==> src/rtl/acq_sequencer.sv <==
module acq_sequencer #(
  parameter int INTV_W = 24,
  parameter int CNT_W  = 16,
  parameter int DLY_W  = 16,
  parameter int TRG_W  = 8,
  parameter int ADDR_W = 16
) (
  input  logic              clk,
  input  logic              rst_n,
  input  logic              start,
  input  logic              trig,
  input  logic [1:0]        mode,
  input  logic              retrig_en,
  input  logic [INTV_W-1:0] interval,
  input  logic [CNT_W-1:0]  data_count,
  input  logic [CNT_W-1:0]  pre_count,
  input  logic [CNT_W-1:0]  post_count,
  input  logic [DLY_W-1:0]  delay_ticks,
  input  logic [TRG_W-1:0]  trig_total,
  output logic              sample_en,
  output logic [ADDR_W-1:0] wr_addr,
  output logic              busy,
  output logic              done
);

  localparam logic [1:0] M_POST = 2'd0;
  localparam logic [1:0] M_PRE  = 2'd1;
  localparam logic [1:0] M_MID  = 2'd2;
  localparam logic [1:0] M_DLY  = 2'd3;
  localparam int PW = ((ADDR_W > CNT_W) ? ADDR_W : CNT_W) + 1;

  typedef enum logic [2:0] {S_IDLE, S_ARM, S_WAIT, S_SEG, S_RING, S_TAIL} state_t;

  state_t            st;
  logic [INTV_W-1:0] div;
  logic [CNT_W-1:0]  n_smp;
  logic [CNT_W-1:0]  fill;
  logic [DLY_W-1:0]  dly;
  logic [TRG_W-1:0]  segs;
  logic [ADDR_W-1:0] addr;

  wire              capturing = (st == S_SEG) || (st == S_RING) || (st == S_TAIL);
  wire [INTV_W:0]   div_inc   = {1'b0, div} + (INTV_W+1)'(1);
  wire              div_wrap  = div_inc >= {1'b0, interval};
  wire [CNT_W:0]    n_inc     = {1'b0, n_smp} + (CNT_W+1)'(1);
  wire [CNT_W:0]    fill_inc  = {1'b0, fill} + (CNT_W+1)'(1);
  wire [CNT_W-1:0]  ring_len  = (mode == M_PRE) ? data_count : pre_count;
  wire              fill_sat  = {1'b0, fill} >= {1'b0, ring_len};
  wire              ring_full = fill_sat || (sample_en && fill_inc >= {1'b0, ring_len});
  wire              seg_last  = n_inc >= {1'b0, data_count};
  wire              tail_last = n_inc >= {1'b0, post_count};
  wire [TRG_W-1:0]  seg_goal  = (retrig_en && trig_total != '0) ? trig_total : TRG_W'(1);
  wire              more_segs = ({1'b0, segs} + (TRG_W+1)'(1)) < {1'b0, seg_goal};
  wire [ADDR_W-1:0] addr_inc  = addr + ADDR_W'(1);
  wire [ADDR_W-1:0] ring_next = ((PW'(addr) + PW'(1)) >= PW'(ring_len)) ? '0 : addr_inc;

  assign sample_en = capturing && (div == '0);
  assign wr_addr   = addr;
  assign busy      = (st != S_IDLE);

  always_ff @(posedge clk) begin
    if (!rst_n) begin
      st    <= S_IDLE;
      div   <= '0;
      n_smp <= '0;
      fill  <= '0;
      dly   <= '0;
      segs  <= '0;
      addr  <= '0;
      done  <= 1'b0;
    end else begin
      done <= 1'b0;
      div  <= (capturing && !div_wrap) ? div_inc[INTV_W-1:0] : '0;
      case (st)
        S_IDLE: if (start) begin
          addr  <= '0;
          segs  <= '0;
          n_smp <= '0;
          fill  <= '0;
          st    <= (mode == M_PRE || mode == M_MID) ? S_RING : S_ARM;
        end
        S_ARM: if (trig) begin
          n_smp <= '0;
          if (mode == M_DLY && delay_ticks != '0) begin
            dly <= delay_ticks - DLY_W'(1);
            st  <= S_WAIT;
          end else begin
            st <= S_SEG;
          end
        end
        S_WAIT: begin
          if (dly == '0) st <= S_SEG;
          else dly <= dly - DLY_W'(1);
        end
        S_SEG: if (sample_en) begin
          addr  <= addr_inc;
          n_smp <= n_inc[CNT_W-1:0];
          if (seg_last) begin
            n_smp <= '0;
            if (more_segs) begin
              segs <= segs + TRG_W'(1);
              st   <= S_ARM;
            end else begin
              st   <= S_IDLE;
              done <= 1'b1;
            end
          end
        end
        S_RING: begin
          if (sample_en) begin
            addr <= ring_next;
            if (!fill_sat) fill <= fill_inc[CNT_W-1:0];
          end
          if (trig && ring_full) begin
            if (mode == M_MID && post_count != '0) begin
              st    <= S_TAIL;
              addr  <= ADDR_W'(pre_count);
              n_smp <= '0;
            end else begin
              st   <= S_IDLE;
              done <= 1'b1;
            end
          end
        end
        S_TAIL: if (sample_en) begin
          addr  <= addr_inc;
          n_smp <= n_inc[CNT_W-1:0];
          if (tail_last) begin
            st   <= S_IDLE;
            done <= 1'b1;
          end
        end
        default: st <= S_IDLE;
      endcase
    end
  end

  assert_strobe_spacing_R2: assert property (@(posedge clk) disable iff (!rst_n)
    (sample_en && interval > INTV_W'(1)) |=> !sample_en);

  assert_seg_addr_step_R3: assert property (@(posedge clk) disable iff (!rst_n)
    (st == S_SEG && sample_en) |=> (wr_addr == $past(wr_addr) + ADDR_W'(1)));

  assert_done_single_R4: assert property (@(posedge clk) disable iff (!rst_n)
    done |=> !done);

  assert_done_idle_R4: assert property (@(posedge clk) disable iff (!rst_n)
    done |-> !busy);

  assert_ring_bound_R8: assert property (@(posedge clk) disable iff (!rst_n)
    (st == S_RING && ring_len != '0) |-> (PW'(wr_addr) < PW'(ring_len)));

endmodule

==> config.mk <==
export PLATFORM = sky130hd
export DESIGN_NAME = acq_sequencer
export DESIGN_NICKNAME = d
export VERILOG_FILES = /design/src/rtl/acq_sequencer.sv
export SDC_FILE = /design/constraint.sdc
export NUM_CORES = 1
export LEC_CHECK = 0
export BUFFER_PORTS_ARGS = -buffer_cell sky130_fd_sc_hd__buf_4
export CAP_MARGIN = 0
export CORE_MARGIN = 10
export CORE_UTILIZATION = 47
export DETAILED_ROUTE_END_ITERATION = 7
export HOLD_SLACK_MARGIN = 0.05
export PLACE_DENSITY = 0.67
export SLEW_MARGIN = 20
export SYNTH_ARGS = -nofsm -noshare
export SYNTH_HDL_FRONTEND = slang
export SYNTH_SLANG_ARGS = --single-unit
==> constraint.sdc <==
create_clock -name clk -period 5 [get_ports clk]
set_clock_uncertainty 0.15 [all_clocks]
set_input_delay 0.25 -clock clk [delete_from_list [all_inputs] [get_ports clk]]
set_output_delay 0.25 -clock clk [all_outputs]
set_load 0.005 [all_outputs]
==> flow_summary.ini, run 1 <==
[status]
status = completed

[global_routing]
antenna_found_initial = 0
grt_max_degree = 40
grt_util_all_layers = 0.209
grt_pass1_wl_mm = 45.8
grt-ovfl-total = 0
first_global_vias = 8986

[detailed_routing]
drc = 0
drtIter0Drc = 773
via_count = 9675
avgRoutedWirePerCell_um = 17.4
drt-pass1-iter-count = 5
via_per_inst = 5.89
finalWirelength_mm = 28.5
antenna_left = 0

[synth]
ys.flop_type = dfxtp_1
synth_edf_count = 0
syn_area_mm2 = 0.00951
synthArstFlopShare = 0
postSynthAreaPerCell_um2 = 7.42
synth_warnings = 0
seq_area_frac_synth = 0.211
synth_fp_nets = 1505
syn_inst = 1281
ys_seq_elements = 100
synth_cell_type_count = 73

[clock_network]
cts_max_path_buffers = 2
clkSinkCount = 100
clock_latency_ns = 0.36
cts_tree = yes
htreeDepth = 3
clk_pin_slew_worst_paths_ns = 0.08
numCtsBuffers = 9
cts-root-buf = clkbuf_16

[power]
p_per_area_mw_per_mm2 = 246
ir_drop_uv = 182
power_frac_seq = 0.349
swShare = 0.409
power_frac_comb = 0.391
leakagePower_uw = 0.00508
p_sw_uw = 1100
power_uw = 2700
p_clk_frac = 0.260
p_int_uw = 1600

[final_layout]
final_area_mm2 = 0.0110
fillers = 1958
final_cell_mix = buf_4, nand2_1, ha_1
nNetsFinal = 1596
final_common_cell = buf_4
antenna_cells = 0
seq_area_mm2 = 0.00200
area_growth_pct = 15.2
multi_input_area_mm2 = 0.00700
drive_gt1_frac = 0.129

[sta]
rsz0062_at_grt = no
max_freq_mhz = 214
fin_tns_setup_ns = 0
fin_crit_ns = 4.67
hold_viol_final = 0
finalSetupViolations = 0
period_share = 0.934
whs_ns = 0.0621
finalWorstSetupSlack_ns = 0.328
drv_slew = 0
max_slew.worst_pin.slew_ns = 0.909
maxSlewHeadroom = 0.392

[setup_path]
critical_path_buf_inv_count = 0
regToRegStartpoint = wr_addr[0]
critical_path_required_ns = 5.10
end_kind = flip-flop
cp-startpoint = wr_addr[0]
crit_family = compound AO/OA/AOI/OAI gates
crit_cells = 14
cp-start-kind = flip-flop
cp_slowest_cell = o21ai_0
crit_chain = ha_1 -> and4_1 -> and3_1 -> nand3_1 -> xnor2_1 -> ha_1 -> o21a_1 -> o21ai_0 -> a211o_1 -> o21ai_0 -> o21ai_0 -> a21oi_1 -> or3_1 -> a311oi_1
critPathKind = reg -> reg
cp.arrival_ns = 4.77
critPathMaxFanout = 11
cpPeakStageDelay_ns = 0.59
cp_common_cell = o21ai_0
worst-r2r-cell-count = 14

[floorplanning]
core_area_mm2 = 0.0197
die-area_mm2 = 0.0263
die_height_um = 162
dieWidth_um = 162
start_util = 0.484
num_rows = 51
pin_count = 122

[worst_hold_path]
min_path_cells = 3
hold_path.class = in -> reg
worstHoldStart = pre_count[14]

[placement]
place_area_mm2 = 0.0107
dpl.hpwl_mm = 22.4
preCtsSetupSlack_ns = 0.518
io_buffers = 121
place_congestion = 0.917

[flow_run]
maxCapViolations = 0
==> power groups by stage <==
| stage | clock [uW] | combinational [uW] | sequential [uW] |
|---|---|---|---|
| 3_3_place_gp | 0 | 1030 | 952 |
| 4_1_cts | 721 | 1040 | 935 |
| 2_1_floorplan | 0 | 689 | 911 |
| 3_5_place_dp | 0 | 1040 | 954 |
| 6_report | 702 | 1060 | 940 |
| 5_1_grt | 757 | 1170 | 948 |
==> cell type report <==
cell class                 instances  share of cell area
inverter                          76              0.0260
clock buffer                       9              0.0206
multi-input combinational       1046               0.639
sequential                       100               0.183
timing repair buffer             139              0.0955
clock inverter                     7             0.00628
tap                              265              0.0303
==> tightest hold or removal path, cell delays in order <==
cell and delay [ns]:
buf_4 0.11, nand3_1 0.06, a41oi_1 0.10
==> through the flow <==
step | std cells | util
final | 1642 | 0.557
after global routing | 1642 | 0.557
after CTS | 1642 | 0.557
after detailed placement | 1625 | 0.542
after global placement | 1625 | 0.542
after floorplan | 1281 | -
==> what timing repair did <==
item	4_1_cts	5_1_grt
hold buffers	1	0
setup endpoints to repair	0	0
resized for setup	0	0
buffers inserted	0	0
endpoints found under the hold margin	1	0
==> cell families after synthesis <==
logic type / count (synthesis) / synth area share
and+or+nand+nor: 505 / 0.264
AOI/OAI and AO/OA: 329 / 0.224
buffers and inverters: 135 / 0.0553
adders and majority gates: 121 / 0.159
DFF: 100 / 0.211
xor gates and xnor gates: 67 / 0.0617
muxes: 24 / 0.0257
==> flip-flops by register name, indices dropped and copies added (netlist names) <==
| signal | count |
|---|---|
| div | 24 |
| n_smp | 16 |
| dly | 16 |
| done | 1 |
| fill | 16 |
| st | 3 |
| wr_addr | 16 |
| segs | 8 |
==> Yosys cell counts (6+ instances only) <==
library cell / instances / area [um2]
or3_1: 9 / 56.3
and2_1: 6 / 37.5
dfxtp_1: 100 / 2000
o22ai_1: 7 / 43.8
and4_1: 7 / 61.3
a31oi_1: 8 / 50.1
nor2b_1: 13 / 81.3
xnor2_1: 41 / 359
nor3b_1: 6 / 45.0
nor2_1: 103 / 387
a41oi_1: 10 / 87.6
nor4_1: 16 / 100
inv_1: 75 / 282
or4_1: 6 / 45.0
nand2_1: 130 / 488
a211oi_1: 6 / 45.0
o31ai_1: 6 / 45.0
xor2_1: 26 / 228
nand4_1: 30 / 188
a211o_1: 6 / 52.6
and3_1: 26 / 163
mux2i_1: 21 / 210
buf_2: 6 / 30.0
o21ai_0: 78 / 390
nor3_1: 35 / 175
nand2b_1: 19 / 119
o21a_1: 14 / 105
nand3_1: 81 / 405
ha_1: 121 / 1510
o211ai_1: 9 / 67.6
a21bo_2: 7 / 70.1
clkbuf_1: 51 / 191
a22oi_1: 7 / 52.6
a21oi_1: 95 / 475
a311oi_1: 6 / 52.6
a21o_1: 25 / 188
==> final timing paths <==
kind,slack (ns),endpoint
hold reg to reg,0.33,segs[1]
setup reg to reg,0.33,wr_addr[5]
hold / removal,0.06,wr_addr[14]
setup / recovery,0.33,wr_addr[5]
==> routing by layer <==
| layer | vias to the layer above | GRT usage | share of wire |
|---|---|---|---|
| met5 | - | 0 | 0 |
| met4 | 0 | 0.0587 | 0.021 |
| met3 | 48 | 0.0372 | 0.064 |
| met2 | 318 | 0.338 | 0.46 |
| met1 | 4451 | 0.277 | 0.45 |
| li1 | 4858 | - | - |
Power figures use the tool's default switching activity.
==> run 2: changes to the inputs <==
--- a/config.mk
+++ b/config.mk
@@ -12,6 +12,7 @@
 export DETAILED_ROUTE_END_ITERATION = 7
 export HOLD_SLACK_MARGIN = 0.05
 export PLACE_DENSITY = 0.67
+export SETUP_SLACK_MARGIN = 0.4
 export SLEW_MARGIN = 20
 export SYNTH_ARGS = -nofsm -noshare
 export SYNTH_HDL_FRONTEND = slang
==> flow_summary.ini, run 2 (same netlist as run 1, synthesis figures left out) <==
[status]
status = completed

[placement]
placed_cells = 1625
preCtsSetupSlack_ns = 0.518
io_buffers = 121
place_congestion = 0.917
dpl.hpwl_mm = 22.4

[final_layout]
final_common_cell = buf_4
fillers = 1953
drive_gt1_frac = 0.133
nNetsFinal = 1596
largest_reg_flops = 24
final_cell_mix = buf_4, nand2_1, ha_1
area_growth_pct = 15.5
finalNonFillerCells = 1642
top_register = div
antenna_cells = 0

[clock_network]
clk_pin_slew_worst_paths_ns = 0.08
cts_max_path_buffers = 2
post_cts_buffers = 0
numCtsBuffers = 9
clock_latency_ns = 0.36
clkSinkCount = 100
htreeDepth = 3
cts-root-buf = clkbuf_16
cts_tree = yes

[setup_path]
critPathKind = reg -> reg
cp_slowest_cell = dfxtp_1
end_kind = flip-flop
crit_family = compound AO/OA/AOI/OAI gates
cp-start-kind = flip-flop
cpPeakStageDelay_ns = 0.56
cp.arrival_ns = 4.42
crit_chain = ha_2 -> and4_1 -> and3_1 -> nand3_1 -> xnor2_1 -> ha_1 -> o21a_1 -> o21ai_0 -> a211o_1 -> o21ai_0 -> o21ai_2 -> a21oi_1 -> or3_1 -> a311oi_1
critical_path_required_ns = 5.10
critical_path_buf_inv_count = 0
cp_common_cell = o21ai_0
critPathMaxFanout = 11

[floorplanning]
die_height_um = 162
core_area_mm2 = 0.0197
start_util = 0.484
pin_count = 122
num_rows = 51
die-area_mm2 = 0.0263
dieWidth_um = 162

[detailed_routing]
via_per_inst = 5.90
avgRoutedWirePerCell_um = 17.4
drt-pass1-iter-count = 6
finalWirelength_mm = 28.6
drtIter0Drc = 781
via_count = 9691
drc = 0
antenna_left = 0

[sta]
fin_crit_ns = 4.32
period_share = 0.863
rsz0062_at_grt = no
finalSetupViolations = 0
fin_tns_setup_ns = 0
drv_slew = 0
max_freq_mhz = 232
maxSlewHeadroom = 0.385
max_slew.worst_pin.slew_ns = 0.920
finalWorstSetupSlack_ns = 0.683
hold_viol_final = 0

[power]
p_sw_uw = 1110
power_frac_seq = 0.348
p_per_area_mw_per_mm2 = 246
leakagePower_uw = 0.00509
power_frac_comb = 0.393
swShare = 0.409
p_int_uw = 1600
p_clk_frac = 0.259
ir_drop_uv = 182

[global_routing]
grt-ovfl-total = 0
grt_util_all_layers = 0.209
grt_pass1_wl_mm = 45.8
antenna_found_initial = 0
first_global_vias = 8986
grt_max_degree = 40

[worst_hold_path]
hold_path.class = in -> reg

[flow_run]
maxCapViolations = 0
==> run 2: layout make-up <==
cell class | count | area, um2 | area share
clock buffers | 9 | 225 | 0.0205
clock inverters | 7 | 68.8 | 0.00627
inverters | 76 | 285 | 0.0260
multi-input cells | 1046 | 7020 | 0.639
flip-flops and latches | 100 | 2000 | 0.182
well taps | 265 | 332 | 0.0302
repair buffers | 139 | 1050 | 0.0953
==> run 2: per-layer routing <==
layer  track usage  vias up  wire length, um
met4        0.0587        0              588
met3        0.0372       44             1730
met2         0.338      310            13200
met1         0.277     4483            13100
met5             0        -                0
li1              -     4854                -
==> run 2: power groups by stage <==
stage	clock network [uW]	logic [uW]	registers [uW]
after CTS	721	1040	935
after global placement	0	1030	952
after floorplan	0	689	911
final	700	1060	940
after global routing	757	1170	948
after detailed placement	0	1040	954
==> run 2: final timing paths <==
kind,from,to,slack [ns],cells past startpoint
worst min-delay path,pre_count[13],wr_addr[13],0.06,3
worst max register to register,wr_addr[0],wr_addr[5],0.68,14
worst min register to register,segs[1],segs[1],0.33,2
worst max-delay path,wr_addr[0],wr_addr[5],0.68,14
==> run 2: metrics by stage <==
stage | area (um2) | utilization | hold slack, ns | total power, uW
detailed placement | 10700 | 0.542 | 0.321 | 1990
CTS | 11000 | 0.557 | 0.0532 | 2700
floorplan | 9510 | - | 0.252 | 1600
finish | 11000 | 0.559 | 0.0619 | 2700
global route | 11000 | 0.559 | 0.0549 | 2880
global placement | 10700 | 0.542 | 0.310 | 1980
==> run 2: what timing repair did <==
action	4_1_cts	5_1_grt
setup endpoints to repair	0	28
hold buffers	1	0
endpoints found under the hold margin	1	0
resized for setup	0	7
==> run 2: worst reg2reg max path, cell delays in order (launching register included) <==
cell      delay [ns]
dfxtp_1         0.56
ha_2            0.37
and4_1          0.32
and3_1          0.24
nand3_1         0.11
xnor2_1         0.31
ha_1            0.29
o21a_1          0.09
o21ai_0         0.35
a211o_1         0.18
o21ai_0         0.19
o21ai_2         0.32
a21oi_1         0.10
or3_1           0.33
a311oi_1        0.30
